--- src/rtl/dispScanPkg.sv ---
package dispScanPkg;
  localparam int NUM_DIGITS = 8;
  localparam int IDX_W = $clog2(NUM_DIGITS);
  localparam int SEG_W = 8;

  typedef struct packed {
    logic             litOn;
    logic [IDX_W-1:0] digitIdx;
  } scanStrobe_t;
endpackage

--- src/rtl/dispScanCtrl.sv ---
module dispScanCtrl
  import dispScanPkg::*;
#(
  parameter int PRE_SHIFT = 10,
  parameter int BLANK_CYC = 96
) (
  input  logic        clk,
  input  logic        rst,
  input  logic        slowMode,
  output scanStrobe_t strobe
);
  localparam int CNT_W = PRE_SHIFT + 3;
  localparam logic [CNT_W-1:0] FAST_LEN = CNT_W'(4 << PRE_SHIFT);
  localparam logic [CNT_W-1:0] SLOW_LEN = CNT_W'(3 << PRE_SHIFT);
  localparam logic [CNT_W-1:0] GAP_LEN  = CNT_W'(BLANK_CYC);
  localparam logic [IDX_W-1:0] TOP_IDX  = IDX_W'(NUM_DIGITS - 1);

  logic [CNT_W-1:0] slotCnt;
  logic [IDX_W-1:0] digitIdx;
  logic [CNT_W-1:0] slotLen;
  logic             slotEnd;

  assign slotLen = slowMode ? SLOW_LEN : FAST_LEN;
  assign slotEnd = slotCnt >= (slotLen - CNT_W'(1));

  always_ff @(posedge clk) begin
    if (rst) begin
      slotCnt  <= '0;
      digitIdx <= TOP_IDX;
    end else if (slotEnd) begin
      slotCnt  <= '0;
      digitIdx <= (digitIdx == '0) ? TOP_IDX : digitIdx - IDX_W'(1);
    end else begin
      slotCnt <= slotCnt + CNT_W'(1);
    end
  end

  assign strobe.litOn    = slotCnt < (slotLen - GAP_LEN);
  assign strobe.digitIdx = digitIdx;
endmodule

--- src/rtl/dispScanData.sv ---
module dispScanData
  import dispScanPkg::*;
#(
  parameter bit ACTIVE_LOW = 1'b0
) (
  input  logic [NUM_DIGITS*4-1:0] digitsIn,
  input  logic [IDX_W-1:0]        dpPos,
  input  logic                    overflow,
  input  scanStrobe_t             strobe,
  output logic [NUM_DIGITS-1:0]   digitEn,
  output logic [SEG_W-1:0]        segOut
);
  logic [3:0]            nib       [NUM_DIGITS];
  logic [NUM_DIGITS-1:0] leadZero;
  logic [NUM_DIGITS-1:0] suppress;

  for (genvar g = 0; g < NUM_DIGITS; g++) begin : gDigit
    assign nib[g] = digitsIn[g*4 +: 4];
    if (g == NUM_DIGITS - 1) begin : gTop
      assign leadZero[g] = (nib[g] == 4'd0);
    end else begin : gRest
      assign leadZero[g] = (nib[g] == 4'd0) && leadZero[g+1];
    end
    assign suppress[g] = !overflow && leadZero[g] && (IDX_W'(g) > dpPos);
  end

  logic [3:0] curNib;
  logic [6:0] curPat;
  logic       dpHere;
  logic [NUM_DIGITS-1:0] enRaw;
  logic [SEG_W-1:0]      segRaw;

  assign curNib = nib[strobe.digitIdx];
  assign dpHere = strobe.digitIdx == dpPos;

  always_comb begin
    unique case (curNib)
      4'd0:    curPat = 7'h3F;
      4'd1:    curPat = 7'h06;
      4'd2:    curPat = 7'h5B;
      4'd3:    curPat = 7'h4F;
      4'd4:    curPat = 7'h66;
      4'd5:    curPat = 7'h6D;
      4'd6:    curPat = 7'h7D;
      4'd7:    curPat = 7'h07;
      4'd8:    curPat = 7'h7F;
      4'd9:    curPat = 7'h6F;
      default: curPat = 7'h00;
    endcase
  end

  always_comb begin
    enRaw  = '0;
    segRaw = '0;
    if (strobe.litOn) begin
      enRaw  = NUM_DIGITS'(1) << strobe.digitIdx;
      segRaw = {dpHere, suppress[strobe.digitIdx] ? 7'h00 : curPat};
    end
  end

  if (ACTIVE_LOW) begin : gInv
    assign digitEn = ~enRaw;
    assign segOut  = ~segRaw;
  end else begin : gPass
    assign digitEn = enRaw;
    assign segOut  = segRaw;
  end
endmodule

--- src/rtl/dispScan.sv ---
module dispScan
  import dispScanPkg::*;
#(
  parameter int PRE_SHIFT  = 10,
  parameter int BLANK_CYC  = 96,
  parameter bit ACTIVE_LOW = 1'b0
) (
  input  logic        clk,
  input  logic        rst,
  input  logic [31:0] digitsIn,
  input  logic [2:0]  dpPos,
  input  logic        overflow,
  input  logic        slowMode,
  output logic [7:0]  digitEn,
  output logic [7:0]  segOut
);
  scanStrobe_t strobe;

  dispScanCtrl #(.PRE_SHIFT(PRE_SHIFT), .BLANK_CYC(BLANK_CYC)) ctrl (
    .clk(clk), .rst(rst), .slowMode(slowMode), .strobe(strobe)
  );

  dispScanData #(.ACTIVE_LOW(ACTIVE_LOW)) data (
    .digitsIn(digitsIn), .dpPos(dpPos), .overflow(overflow),
    .strobe(strobe), .digitEn(digitEn), .segOut(segOut)
  );
endmodule

--- config.mk ---
export PLATFORM = sky130hd
export DESIGN_NAME = dispScan
export DESIGN_NICKNAME = d
export VERILOG_FILES = /design/src/rtl/dispScanPkg.sv /design/src/rtl/dispScanCtrl.sv /design/src/rtl/dispScanData.sv /design/src/rtl/dispScan.sv
export SDC_FILE = /design/constraint.sdc
export NUM_CORES = 1
export LEC_CHECK = 0
export ABC_AREA = 0
export BUFFER_PORTS_ARGS = -buffer_cell sky130_fd_sc_hd__clkbuf_2
export CORE_ASPECT_RATIO = 0.8
export CORE_MARGIN = 3
export CORE_UTILIZATION = 54
export DETAILED_ROUTE_END_ITERATION = 8
export PLACE_DENSITY = 0.92
export RECOVER_POWER = 50
export SETUP_SLACK_MARGIN = 0.4
export SLEW_MARGIN = 20
export SYNTH_ARGS = -nofsm -noshare
export SYNTH_HDL_FRONTEND = slang
export SYNTH_SLANG_ARGS = --single-unit
--- constraint.sdc ---
create_clock -name clk -period 7.4 [get_ports clk]
set_clock_uncertainty 0.2 [all_clocks]
set_input_delay 0.37 -clock clk [delete_from_list [all_inputs] [get_ports clk]]
set_output_delay 0.37 -clock clk [all_outputs]
set_load 0.05 [all_outputs]
==> metrics.cfg <==
[outcome]
run_status = finished, final reports clean

[clock_network]
cts-root-buf = sky130_fd_sc_hd__clkbuf_4
tritoncts = yes
cts_sinks = 16
h-tree-depth = 1
cts_repair_resize_count = 0
post_cts_setup_buffer_count = 0
postCtsHoldBufs = 0
max-clock-path-buffers = 2
cts_inserted_buffers = 3
clk_pin_slew_ns = 0.09
skew_pair_late_insertion_delay_ns = 0.29

[yosys]
syn-instance-count = 175
ys_seq_area_share_pct = 21.1
synth-seq-cells = 16
post_synth.cell_area_avg_um2 = 8.69
synth_cell_types = 40
netlist_area_um2 = 1520
mappedNetlistNets = 226
synth-async-reset-ratio_pct = 0
synth-main-ff-cell = sky130_fd_sc_hd__dfxtp_1
post_synth_edffs = 0
yosys_warnings = 0

[detailed_routing]
route.vias.total = 1489
detail_routed_net_length_per_standard_cell_um = 14.8
route.detailed.vias_per_inst = 5.68
detail_route.wirelength_mm = 3.87
drt_first_iter_violations = 84
route.detailed.drc = 0
postRouteAntennaNets = 0
detailedRoute.firstPassIterationCount = 4

[critical_path]
crit_path_cell_trace = mux4_2, mux2_2, inv_1, ha_1, inv_1, o21ai_0, a211oi_1, clkbuf_2
setup.worst_path.start_class = flip-flop
cpLargestDelayFamily = multiplexers
crit_fanout = 17
worst-path-buf-inv = 3
path_common_cell = sky130_fd_sc_hd__inv_1
critical-path-slowest-cell = sky130_fd_sc_hd__dfxtp_1
critical_path.max_stage_delay_ns = 0.84
setup.worst_path.class = flip-flop to output pin
timing.critical_path.required_ns = 6.83
cp_data_arrival_time_ns = 3.20
critical_path.endpoint_type = output pin

[timing]
fin_crit_ns = 3.77
slew_headroom_pct = 48.2
worst_slew_pin_slew_ns = 0.777
finalMaxSlewViolations = 0
finalHoldViolCount = 0
post-route-period-util_pct = 50.9
fin_setup_tns_ns = 0
rsz0062_at_grt = false
maxClockFrequency_mhz = 265
timing.final.setup_violations = 0

[power]
static_leakage_nw = 0.865
ir_worst_vdd_mv = 0.146
pwr_density_cell_nw_per_um2 = 111

[cells_and_area]
area_of_all_sequential_standard_cells_um2 = 320
mostFrequentLayoutCell = sky130_fd_sc_hd__clkbuf_2
layout.nets = 278
fin_cells = 262
fillcell_total = 211
syn_to_final_growth_pct = 20.8
post_route_cells_drive_above_1_share_pct = 32.7
layout.cell_area.non_filler_um2 = 1840
antenna_cells = 0
area_occupied_by_multi_input_gates_um2 = 1130
mostFrequentLayoutCells = 54 x sky130_fd_sc_hd__clkbuf_2, 22 x sky130_fd_sc_hd__nor2_1, 16 x sky130_fd_sc_hd__dfxtp_1

[worst_hold_path]
hold_path.class = primary input to flip-flop

[die]
die-width_um = 65.3
start_util_pct = 59.3
boundaryPins = 55
core_area_um2 = 2560
die_height_um = 53.5
design.die.area_um2 = 3490
placementRows = 16

[placement]
place_hpwl_mm = 3.16
buffer_ports.inserted = 54
numPlacedInstances = 258
post_dp_cell_area_um2 = 1800
place_congestion = 0.860

[grt]
first_global_vias = 1349
initial_antenna_violation_count = 0
grt_max_degree = 18
grt_remaining_overflow = 0
grt_pass1_wl_mm = 6.34
grt_usage_pct = 23.4

[run]
max_cap_viols = 0

[metal layers]
layer / vias to the layer above / global-route usage [%] / wire length (um)
met5: - / 0 / 0
met1: 676 / 33.9 / 1760
met2: 66 / 36.3 / 1790
met4: 0 / 4.48 / 38
met3: 5 / 4.25 / 276
li1: 742 / - / -
[worst reg2reg max path: stages (launching register included)]
cell and delay [ns]:
sky130_fd_sc_hd__dfxtp_1 0.84, sky130_fd_sc_hd__inv_1 0.22, sky130_fd_sc_hd__ha_1 0.31, sky130_fd_sc_hd__nand2b_1 0.12, sky130_fd_sc_hd__nand2_1 0.06, sky130_fd_sc_hd__mux2i_1 0.19
sky130_fd_sc_hd__nand2b_1 0.07
[flip-flops by register name (all words and copies together), names as in the netlist]
| name | flops |
|---|---|
| ctrl.digitIdx | 3 |
| ctrl.slotCnt | 13 |
[path summary, 6_finish.rpt]
check | from | to | slack [ns] | depth (start not counted)
min reg2reg | ctrl.slotCnt[0] | ctrl.slotCnt[0] | 0.27 | 1
max reg2reg | ctrl.digitIdx[0] | ctrl.digitIdx[0] | 5.29 | 6
max | ctrl.digitIdx[0] | segOut[1] | 3.63 | 8
min | rst | ctrl.digitIdx[1] | 0.12 | 2
[cell usage after synthesis (all sizes together) (2+ instances only)]
master    n  share of area [%]
nor3      7                2.3
xor2      9                5.2
nand2b    4                1.6
nand3b    2               0.99
a21o      2               0.99
inv       8                2.0
o21ai     4                1.3
nor2     22                5.4
buf       3                1.3
nand3     7                2.3
mux2i     6                4.4
xnor2     6                3.5
nand4     2               0.82
ha       12                9.9
a22oi     3                1.5
and2      4                1.6
mux4      8                 12
nand2    12                3.0
dfxtp    16                 21
a21oi     5                1.6
clkbuf    4               0.99
a2bb2oi   3                1.7
nor4      7                2.9
or4       2                1.5
and3      6                2.5
[report_power, final]
part	switching (W)	internal, W	total (W)
clock network	0.0000278	0.0000300	0.0000577
logic	0.0000342	0.0000224	0.0000566
registers	0.00000148	0.0000875	0.0000890
total	0.0000634	0.000140	0.000203
[cell families (layout without fill, tap and decap cells)]
group | count (synthesis) | after routing | synth area share (%)
AOI/OAI and AO/OA | 24 | 24 | 12.0
xor gates and xnor gates | 15 | 15 | 8.64
adders and majority gates | 12 | 12 | 9.88
buffers and inverters | 15 | 66 | 4.28
DFF | 16 | 16 | 21.1
muxes | 15 | 15 | 17.3
and+or+nand+nor | 78 | 78 | 26.8
[per-stage QoR]
stage / hold slack [ns] / power, W / worst slack [ns] / utilization, %
floorplan: 0.226 / 0.000127 / 3.60 / -
global placement: 0.238 / 0.000146 / 4.04 / 70.3
CTS: 0.110 / 0.000205 / 3.58 / 71.7
global route: 0.114 / 0.000214 / 3.37 / 71.7
finish: 0.120 / 0.000203 / 3.63 / 71.7
detailed placement: 0.254 / 0.000147 / 3.92 / 70.3
[cell type report]
| type | count | area share [%] |
|---|---|---|
| flip-flops and latches | 16 | 17.4 |
| repair buffers | 54 | 14.7 |
| well taps | 36 | 2.45 |
| clock buffers | 4 | 1.98 |
| multi-input cells | 144 | 61.8 |
| inverters | 8 | 1.63 |
Note: power is estimated with default switching activity, not from simulation.
